**src/rtl/simt_stack_pkg.sv**
```systemverilog
package simt_stack_pkg;

  // One-hot-ish command from control to the stack storage.
  typedef struct packed {
    logic pop;       // drop the top entry
    logic split;     // park top at reconv PC and push fall then taken
    logic retarget;  // rewrite the top entry's next PC
    logic ovfSet;    // refused split, set sticky flag
  } stackCmd_t;

endpackage

```
**src/rtl/simt_stack_ctrl.sv**
```systemverilog
module simt_stack_ctrl
  import simt_stack_pkg::*;
#(
  parameter int THREADS = 4,
  parameter int DEPTH   = 8,
  parameter int PCW     = 16,
  localparam int DW     = $clog2(DEPTH + 1)
) (
  input  logic               brValid,
  input  logic [THREADS-1:0] brTaken,
  input  logic [PCW-1:0]     brTakenPc,
  input  logic [PCW-1:0]     brFallPc,
  input  logic [PCW-1:0]     brReconvPc,
  input  logic               stepValid,
  input  logic [PCW-1:0]     stepPc,
  input  logic [PCW-1:0]     topNext,
  input  logic [PCW-1:0]     topRc,
  input  logic               topRcValid,
  input  logic [THREADS-1:0] topMask,
  input  logic [DW-1:0]      depth,
  output stackCmd_t          cmd,
  output logic [PCW-1:0]     newNext,
  output logic [THREADS-1:0] takenSub,
  output logic [THREADS-1:0] fallSub,
  output logic               issueOk
);

  logic noRoom;
  assign noRoom = int'(depth) > (DEPTH - 2);

  always_comb begin
    cmd      = '0;
    newNext  = topNext;
    issueOk  = 1'b1;
    takenSub = brTaken & topMask;
    fallSub  = ~brTaken & topMask;
    if (topRcValid && (topNext == topRc)) begin
      cmd.pop = 1'b1;
      issueOk = 1'b0;
    end else if (brValid) begin
      if ((|takenSub) && (|fallSub)) begin
        if (noRoom) begin
          cmd.ovfSet = 1'b1;
        end else begin
          cmd.split = 1'b1;
          newNext   = brReconvPc;
        end
      end else begin
        cmd.retarget = 1'b1;
        newNext      = (|takenSub) ? brTakenPc : brFallPc;
      end
    end else if (stepValid) begin
      cmd.retarget = 1'b1;
      newNext      = stepPc;
    end
  end

endmodule

```
**src/rtl/simt_stack_dp.sv**
```systemverilog
module simt_stack_dp
  import simt_stack_pkg::*;
#(
  parameter int             THREADS  = 4,
  parameter int             DEPTH    = 8,
  parameter int             PCW      = 16,
  parameter logic [PCW-1:0] START_PC = '0,
  localparam int            DW       = $clog2(DEPTH + 1),
  localparam int            IW       = (DEPTH > 1) ? $clog2(DEPTH) : 1
) (
  input  logic               clk,
  input  logic               rstN,
  input  stackCmd_t          cmd,
  input  logic [PCW-1:0]     newNext,
  input  logic [PCW-1:0]     takenPc,
  input  logic [PCW-1:0]     fallPc,
  input  logic [PCW-1:0]     rcPc,
  input  logic [THREADS-1:0] takenSub,
  input  logic [THREADS-1:0] fallSub,
  output logic [PCW-1:0]     topNext,
  output logic [PCW-1:0]     topRc,
  output logic               topRcValid,
  output logic [THREADS-1:0] topMask,
  output logic [DW-1:0]      depth,
  output logic               overflow
);

  logic [PCW-1:0]     nextMem [DEPTH];
  logic [PCW-1:0]     rcMem   [DEPTH];
  logic [THREADS-1:0] maskMem [DEPTH];
  logic [DEPTH-1:0]   rcvBits;
  logic [IW-1:0]      topIdx;

  assign topIdx     = IW'(depth - DW'(1));
  assign topNext    = nextMem[topIdx];
  assign topRc      = rcMem[topIdx];
  assign topRcValid = rcvBits[topIdx];
  assign topMask    = maskMem[topIdx];

  always_ff @(posedge clk) begin
    if (!rstN) begin
      depth    <= DW'(1);
      overflow <= 1'b0;
      rcvBits  <= '0;
      for (int s = 0; s < DEPTH; s++) begin
        nextMem[s] <= (s == 0) ? START_PC : '0;
        rcMem[s]   <= '0;
        maskMem[s] <= (s == 0) ? '1 : '0;
      end
    end else begin
      if (cmd.ovfSet) overflow <= 1'b1;
      if (cmd.pop) depth <= depth - DW'(1);
      else if (cmd.split) depth <= depth + DW'(2);
      for (int s = 0; s < DEPTH; s++) begin
        if ((cmd.retarget || cmd.split) && (int'(depth) == s + 1))
          nextMem[s] <= newNext;
        if (cmd.split && (int'(depth) == s)) begin
          nextMem[s] <= fallPc;
          rcMem[s]   <= rcPc;
          maskMem[s] <= fallSub;
          rcvBits[s] <= 1'b1;
        end
        if (cmd.split && (int'(depth) == s - 1)) begin
          nextMem[s] <= takenPc;
          rcMem[s]   <= rcPc;
          maskMem[s] <= takenSub;
          rcvBits[s] <= 1'b1;
        end
      end
    end
  end

  // depth stays within the stack
  a_r9_depth_bounds: assert property (@(posedge clk) disable iff (!rstN)
    (int'(depth) >= 1) && (int'(depth) <= DEPTH));

  // overflow flag is sticky
  a_r9_ovf_sticky: assert property (@(posedge clk) disable iff (!rstN)
    overflow |=> overflow);

  // a split adds two entries
  a_r5_split_depth: assert property (@(posedge clk) disable iff (!rstN)
    cmd.split |=> (depth == $past(depth) + DW'(2)));

  // a pop removes one entry
  a_r6_pop_depth: assert property (@(posedge clk) disable iff (!rstN)
    cmd.pop |=> (depth == $past(depth) - DW'(1)));

  // the bottom entry is never popped
  a_r10_bottom_kept: assert property (@(posedge clk) disable iff (!rstN)
    (depth == DW'(1)) |-> !cmd.pop);

endmodule

```
**src/rtl/simt_reconv_stack.sv**
```systemverilog
module simt_reconv_stack
  import simt_stack_pkg::*;
#(
  parameter int             THREADS  = 4,
  parameter int             DEPTH    = 8,
  parameter int             PCW      = 16,
  parameter logic [PCW-1:0] START_PC = '0,
  localparam int            DW       = $clog2(DEPTH + 1)
) (
  input  logic               clk,
  input  logic               rstN,
  input  logic               brValid,
  input  logic [THREADS-1:0] brTaken,
  input  logic [PCW-1:0]     brTakenPc,
  input  logic [PCW-1:0]     brFallPc,
  input  logic [PCW-1:0]     brReconvPc,
  input  logic               stepValid,
  input  logic [PCW-1:0]     stepPc,
  output logic [PCW-1:0]     warpPc,
  output logic [THREADS-1:0] warpMask,
  output logic               issueOk,
  output logic [DW-1:0]      stackDepth,
  output logic               overflow
);

  stackCmd_t          cmd;
  logic [PCW-1:0]     newNext;
  logic [THREADS-1:0] takenSub;
  logic [THREADS-1:0] fallSub;
  logic [PCW-1:0]     topRc;
  logic               topRcValid;

  simt_stack_ctrl #(.THREADS(THREADS), .DEPTH(DEPTH), .PCW(PCW)) ctrl (
    .brValid(brValid), .brTaken(brTaken), .brTakenPc(brTakenPc),
    .brFallPc(brFallPc), .brReconvPc(brReconvPc), .stepValid(stepValid),
    .stepPc(stepPc), .topNext(warpPc), .topRc(topRc), .topRcValid(topRcValid),
    .topMask(warpMask), .depth(stackDepth), .cmd(cmd), .newNext(newNext),
    .takenSub(takenSub), .fallSub(fallSub), .issueOk(issueOk)
  );

  simt_stack_dp #(.THREADS(THREADS), .DEPTH(DEPTH), .PCW(PCW),
                  .START_PC(START_PC)) dp (
    .clk(clk), .rstN(rstN), .cmd(cmd), .newNext(newNext),
    .takenPc(brTakenPc), .fallPc(brFallPc), .rcPc(brReconvPc),
    .takenSub(takenSub), .fallSub(fallSub), .topNext(warpPc),
    .topRc(topRc), .topRcValid(topRcValid), .topMask(warpMask),
    .depth(stackDepth), .overflow(overflow)
  );

  // a running warp never has an empty mask
  a_r2_mask_nonempty: assert property (@(posedge clk) disable iff (!rstN)
    |warpMask);

  // all active threads taken goes to the taken target, depth kept
  a_r4_uniform_taken: assert property (@(posedge clk) disable iff (!rstN)
    (brValid && issueOk && ((brTaken & warpMask) == warpMask))
    |=> (warpPc == $past(brTakenPc)) && (stackDepth == $past(stackDepth)));

  // no active thread taken goes to the fall-through target
  a_r4_uniform_fall: assert property (@(posedge clk) disable iff (!rstN)
    (brValid && issueOk && ((brTaken & warpMask) == '0))
    |=> (warpPc == $past(brFallPc)) && (stackDepth == $past(stackDepth)));

  // after a split the taken path is on top
  a_r5_taken_first: assert property (@(posedge clk) disable iff (!rstN)
    cmd.split |=> (warpPc == $past(brTakenPc))
                  && (warpMask == $past(brTaken & warpMask)));

  // a refused split leaves the top untouched
  a_r9_refused_stable: assert property (@(posedge clk) disable iff (!rstN)
    cmd.ovfSet |=> $stable(warpPc) && $stable(warpMask) && $stable(stackDepth));

endmodule

```
**config.mk**
```make
export PLATFORM = sky130hd
export DESIGN_NAME = simt_reconv_stack
export DESIGN_NICKNAME = d
export VERILOG_FILES = /design/src/rtl/simt_stack_pkg.sv /design/src/rtl/simt_stack_ctrl.sv /design/src/rtl/simt_stack_dp.sv /design/src/rtl/simt_reconv_stack.sv
export SDC_FILE = /design/constraint.sdc
export NUM_CORES = 1
export LEC_CHECK = 0
export BUFFER_PORTS_ARGS = -buffer_cell sky130_fd_sc_hd__buf_4
export CAP_MARGIN = 20
export CORE_ASPECT_RATIO = 0.9
export CORE_MARGIN = 5
export CORE_UTILIZATION = 29
export CTS_CLUSTER_DIAMETER = 80
export DETAILED_ROUTE_END_ITERATION = 7
export PLACE_DENSITY_LB_ADDON = 0.08
export SYNTH_ARGS = -nofsm -noshare
export SYNTH_HDL_FRONTEND = slang
export SYNTH_SLANG_ARGS = --single-unit
```
**constraint.sdc**
```tcl
create_clock -name clk -period 6.8 [get_ports clk]
set_clock_uncertainty 0.2 [all_clocks]
set_input_delay 2.04 -clock clk [delete_from_list [all_inputs] [get_ports clk]]
set_output_delay 2.04 -clock clk [all_outputs]
set_load 0.03 [all_outputs]
```
Word-level counts from Yosys, hierarchy flattened
Memory sizes are Yosys's and may differ from the RTL's.
Index checks and enable logic that the tools add are counted.
{ "totals": {"register_bits": 13, "mem_bits_rw": 288, "input_bits": 72, "out_inout_bits": 26, "word_cells": 250, "mem_count": 3} }
{ "memory_table": {"columns": ["name", "words", "width", "read_ports", "rd_clocked_by_memory_dff", "write_ports", "line_no", "source"], "rows": [
  ["dp.nextMem", 8, 16, 1, 0, 8, "simt_stack_dp.sv:28", "logic [PCW-1:0] nextMem [DEPTH];"],
  ["dp.rcMem", 8, 16, 1, 0, 8, "simt_stack_dp.sv:29", "logic [PCW-1:0] rcMem [DEPTH];"],
  ["dp.maskMem", 8, 4, 1, 0, 8, "simt_stack_dp.sv:30", "logic [THREADS-1:0] maskMem [DEPTH];"]
]} }
{ "op_classes": {"addsub": 2, "order_cmp": 2, "n_eq_ne": 9, "muxes": 138, "n_bitwise": 56, "reduce_logical": 30} }
{ "ops": {"columns": ["operator", "count"], "rows": [
  ["$mux 16", 44],
  ["$mux 1", 75],
  ["$mux 4", 17],
  ["$or 1x1->1", 53],
  ["$eq 4x4->1 const B", 5],
  ["$logic_and 1x1->1", 18],
  ["$eq 16x16->1", 1],
  ["$reduce_bool 2->1", 8],
  ["$and 4x4->4", 2],
  ["$eq 4x3->1 const B", 2],
  ["$reduce_or 4->1", 2],
  ["$add 4x2->4 const B", 1],
  ["$eq 4x2->1 const B", 1],
  ["$gt 4x3->1 const B", 1],
  ["$logic_not 4->1", 1],
  ["$lt 3x4->1 const B", 1],
  ["$not 4->4", 1],
  ["$sub 4x1->4 const B", 1],
  ["$bmux 1 s3", 1],
  ["$mux 3", 1],
  ["$logic_or 1x1->1", 1]
]} }

Longest topological paths before layout
An unclocked memory read counts as a cell.
{ "depth": {"depth_word": 16, "ltp_mapped": 22} }

Cells and area by module
A second synthesis with hierarchy kept.
{ "unflattened": {"cells_unflattened": 1474, "hier_area_um2": 17381.7} }
{ "modules_own_cells": {"columns": ["mod", "instances", "cells_per_inst", "area_each_um2", "seq_area_each_um2"], "rows": [
  ["simt_stack_dp", 1, 1291, 16029.1, 8908.5],
  ["simt_stack_ctrl", 1, 183, 1352.5, 0.0]
]} }

Worst setup path after synthesis
OpenSTA, ideal clock, no wires.
{ "synth_timing": {"path_type": "reg2out", "from": "reg dp.depth[0]", "to": "out issueOk", "t_arrival_ns": 4.077, "path_slack_ns": 0.483, "path_stages_with_launch": 15, "cell_sequence": "dfxtp_1 buf_4 inv_1 buf_2 buf_1 ha_1 xor2_2 buf_6 mux4_2 mux2_2 xor2_1 nand3_1 or3b_2 nor4b_1 inv_1"} }
{ "synth_via": {"elab_chain_cells": 5, "word_cells_on_any_way": 8, "classes_between": "1 x add/sub; 1 x eq/ne; 3 x mux; 1 x reduce/logical; 2 x memory"} }
{ "synth_rtl": {"columns": ["item", "line_no", "source"], "rows": [
  ["start: declaration", "simt_stack_dp.sv:24", "output logic [DW-1:0] depth,"],
  ["start signal: assignment", "simt_stack_dp.sv:52", "if (cmd.pop) depth <= depth - DW'(1);"],
  ["start signal: assignment", "simt_stack_dp.sv:53", "else if (cmd.split) depth <= depth + DW'(2);"],
  ["$sub 4x1->4", null, null],
  ["$mem_v2 8x16", null, null],
  ["net warpPc[5]", "simt_reconv_stack.sv:19", "output logic [PCW-1:0] warpPc,"],
  ["$eq 16x16->1", "simt_stack_ctrl.sv:37", "if (topRcValid && (topNext == topRc)) begin"],
  ["$logic_and 1x1->1", "simt_stack_ctrl.sv:37", null],
  ["$mux 1", "simt_stack_ctrl.sv:37", null],
  ["end: declaration", "simt_reconv_stack.sv:21", "output logic issueOk,"]
]} }
The timed path passes the listed nets, and every way through them passes these cells. The select of a mux whose other input is x is not followed.

Worst setup path after layout
{ "layout_timing": {"from": "reg dp.depth[1]", "to": "out issueOk"} }
{ "layout_via": {"elab_chain_cells": 5, "word_cells_on_any_way": 8, "classes_between": "1 x add/sub; 1 x eq/ne; 3 x mux; 1 x reduce/logical; 2 x memory"} }
{ "layout_rtl": {"columns": ["item", "line_no"], "rows": [
  ["$sub 4x1->4 *", null],
  ["$mem_v2 8x16 (tied with other cells)", null],
  ["$eq 16x16->1 or $mux 1 (tied branches)", "simt_stack_ctrl.sv:37, simt_stack_dp.sv:37"],
  ["$logic_and 1x1->1 *", "simt_stack_ctrl.sv:37"],
  ["$mux 1 *", "simt_stack_ctrl.sv:37"]
]} }
Every way passes the cells marked *; elsewhere a longest branch is shown, timed or not. The select of a mux whose other input is x is not followed.

==> flow_summary_export.csv <==
group,metric,value,unit
die,die_h,239,um
die,rows,83,
clock_network,clkLatencyLatePin,0.56,ns
layout,fillers,5723,
die,io_pins,98,
power,ir_worst_vdd,0.152,mV
timing,rsz0062_at_grt,"false",
grt,antenna_found_initial,1,
timing,relSlewSlack,18.9,%
die,die-width,264,um
grt,grt_max_degree,61,
place,placed_cells,2314,
worst_setup_path,crit_chain,"inv_1 > ha_4 > buf_4 > mux4_2 > xnor2_1 > nand4_1 > mux2i_1 > nand2_1 > nor4b_2 > inv_1 > buf_4",
clock_network,clk_pin_slew,0.06,ns
job,maxCapViolations,0,
layout,n_antenna_cell,0,
yosys,syn_avg_cell_area,11.2,um2
grt,grt_first_pass_wirelength,103000,um
worst_setup_path,worst-path-buf-inv,4,
layout,nNetsFinal,1670,
layout,layoutNonFillerInstCount,2379,
detailed_routing,wirelength,72300,um
detailed_routing,drc,0,
timing,fin_crit_sh,96.2,%
timing,fin_tns_setup,0,ns
grt,grt_pass1_vias,13500,
timing,maxSlewViolCount,0,
worst_setup_path,cp-start-kind,"flop",
layout,drive_gt1_share,20.4,%
timing,whs,0.246,ns
yosys,yosysSeqAreaShare,52.8,%
detailed_routing,vias,13300,
worst_setup_path,cp_top_family,"buffers and inverters",
worst_setup_path,cp_max_fo,32,
worst_hold_path,min_path_type,"flop to flop",
yosys,async_flop_share,0,%
layout,area_delta_synth_final,18.3,%
die,initial_core_util,29.4,%
timing,setup_viol,0,
detailed_routing,dr.pass1.iters,5,
place,io_buffers,97,
clock_network,cts_made_buffers,36,
place,routabilityCongestion,0.880,
die,die_area,63100,um2
die,core-area,57300,um2
yosys,synthCells,1505,
yosys,synth_warnings,0,
power,power,6.04,mW
worst_setup_path,required,4.56,ns
detailed_routing,viasPerCell,5.59,
worst_setup_path,crit_slowest_cell,"nor4b_2",
clock_network,cts_tree,"done",
worst_setup_path,crit_type,"flop to output pin",
detailed_routing,drtAntennaViolNets,0,
yosys,yosysUniqueCellTypes,76,
detailed_routing,wire_per_inst,30.4,um
worst_setup_path,endpoint_kind,"output pin",
grt,track_usage,22.4,%
clock_network,cts.sinks,301,
worst_setup_path,crit_arrival,4.30,ns
detailed_routing,drt_iter0_markers,1361,
layout,multiInputGateArea,7240,um2
clock_network,ctsHtreeMaxLevel,2,
yosys,synth_flop_cell,"edfxtp_1",
place,hpwl,49400,um
power,leakage,7.33,nW
yosys,synth_fp_nets,1585,
yosys,synth_enable_flop_cells,288,
worst_setup_path,cp_slowest_stage_delay,0.51,ns
outcome,status,"finished clean",
layout,mostFrequentLayoutCell,"edfxtp_1",
layout,seq_area,8910,um2
timing,min_period,6.54,ns
yosys,ys_ff_latch,301,
yosys,syn_area,16900,um2
grt,grt_overflow_total,0,
clock_network,root_buffer,"clkbuf_16",
timing,fmax,0.153,GHz
timing,worst_pin_slew,1.22,ns
power,power_density,302,nW/um2
clock_network,cts.path.max_buffers,3,
layout,mostFrequentLayoutCells,"edfxtp_1 (288), nand2_1 (184), buf_4 (167), nor2_1 (99), a21oi_1 (60)",
timing,hold_viol,0,
routing by layer:
metal  GRT usage (%)  wire length [um]  vias to the layer above
li1                -                 -                     5876
met1            30.6             31200                     6690
met2            35.4             33000                      614
met3            4.44              5380                      127
met4            8.48              2800                        0
met5               0                 0                        -
sequential cells by signal (all words and copies together) (netlist names):
signal       cells
dp.rcMem       128
dp.overflow      1
dp.depth         4
dp.rcvBits       8
dp.maskMem      32
dp.nextMem     128
path summary, 6_finish.rpt:
check | from | end | slack [ns] | depth (start not counted)
max | dp.depth[1] | issueOk | 0.26 | 11
min | dp.rcvBits[4] | dp.rcvBits[4] | 0.25 | 2
max reg2reg | dp.depth[1] | dp.nextMem[7][2] | 0.47 | 13
min reg2reg | dp.rcvBits[4] | dp.rcvBits[4] | 0.25 | 2
worst register-to-register path, cell delays in order (launching register included):
cell	delay (ns)
dfxtp_1	0.50
inv_1	0.20
ha_4	0.33
buf_4	0.43
mux4_2	0.44
xnor2_1	0.34
nand4_1	0.20
mux2i_1	0.40
nand4_1	0.20
or4_1	0.64
buf_4	0.37
nand3_1	0.43
or3_1	0.98
o221ai_1	0.35
Yosys cell counts (all sizes together), types with 7 or more instances:
| master | instances | area, um2 |
|---|---|---|
| clkbuf | 65 | 244 |
| xnor2 | 37 | 332 |
| nor2b | 17 | 106 |
| a31oi | 12 | 75.1 |
| nand2 | 184 | 691 |
| dfxtp | 13 | 260 |
| o221ai | 48 | 427 |
| and2 | 50 | 313 |
| inv | 64 | 240 |
| or3 | 11 | 68.8 |
| nor3 | 31 | 185 |
| mux4 | 47 | 1060 |
| a32oi | 10 | 87.6 |
| o22ai | 60 | 400 |
| mux2i | 35 | 350 |
| and3 | 7 | 43.8 |
| nor4 | 8 | 65.1 |
| nor2 | 103 | 389 |
| buf | 62 | 365 |
| ha | 8 | 100 |
| o211ai | 13 | 97.6 |
| o21ai | 59 | 295 |
| nor3b | 12 | 90.1 |
| o41ai | 7 | 61.3 |
| mux2 | 20 | 225 |
| a22oi | 27 | 203 |
| nand4 | 15 | 93.8 |
| edfxtp | 288 | 8650 |
| a21oi | 60 | 300 |
| xor2 | 30 | 270 |
| nand3 | 25 | 125 |
logic make-up after synthesis:
group / count (synthesis) / synth area share, %
AND/OR/NAND/NOR: 482 / 13.7
AO/OA/AOI/OAI: 353 / 14.6
flip-flops: 301 / 52.8
buffers and inverters: 192 / 5.06
multiplexers: 102 / 9.68
XOR/XNOR: 67 / 3.57
adder cells (fa/ha/maj): 8 / 0.593
timing repair:
item | in CTS | in global routing
setup buffers | 0 | 2
gates cloned | 0 | 0
setup endpoints to repair | 1 | 1
resized for setup | 1 | 1
hold buffers | 0 | 0
per-stage QoR:
step | setup WS [ns] | area [um2] | util, %
2_1_floorplan | 0.483 | 16900 | -
3_3_place_gp | 0.510 | 18700 | 32.6
3_5_place_dp | 0.391 | 18700 | 32.6
4_1_cts | 0.0779 | 19900 | 34.7
5_1_grt | 0.0533 | 20000 | 34.8
6_report | 0.262 | 20000 | 34.8
where the power goes:
group / total (mW) / switching, mW / internal (mW)
registers: 2.40 / 0.110 / 2.29
logic: 1.58 / 1.02 / 0.558
clock network: 2.06 / 0.819 / 1.24
total: 6.04 / 1.95 / 4.09
final cells by class:
type	count	area share (%)
Tap cell	765	4.80
Clock buffer	41	4.82
Clock inverter	21	1.27
Multi-Input combinational cell	1012	36.3
Sequential cell	301	44.6
Inverter	65	1.22
Timing Repair Buffer	174	6.98
Note: power is estimated with default switching activity, not from simulation.
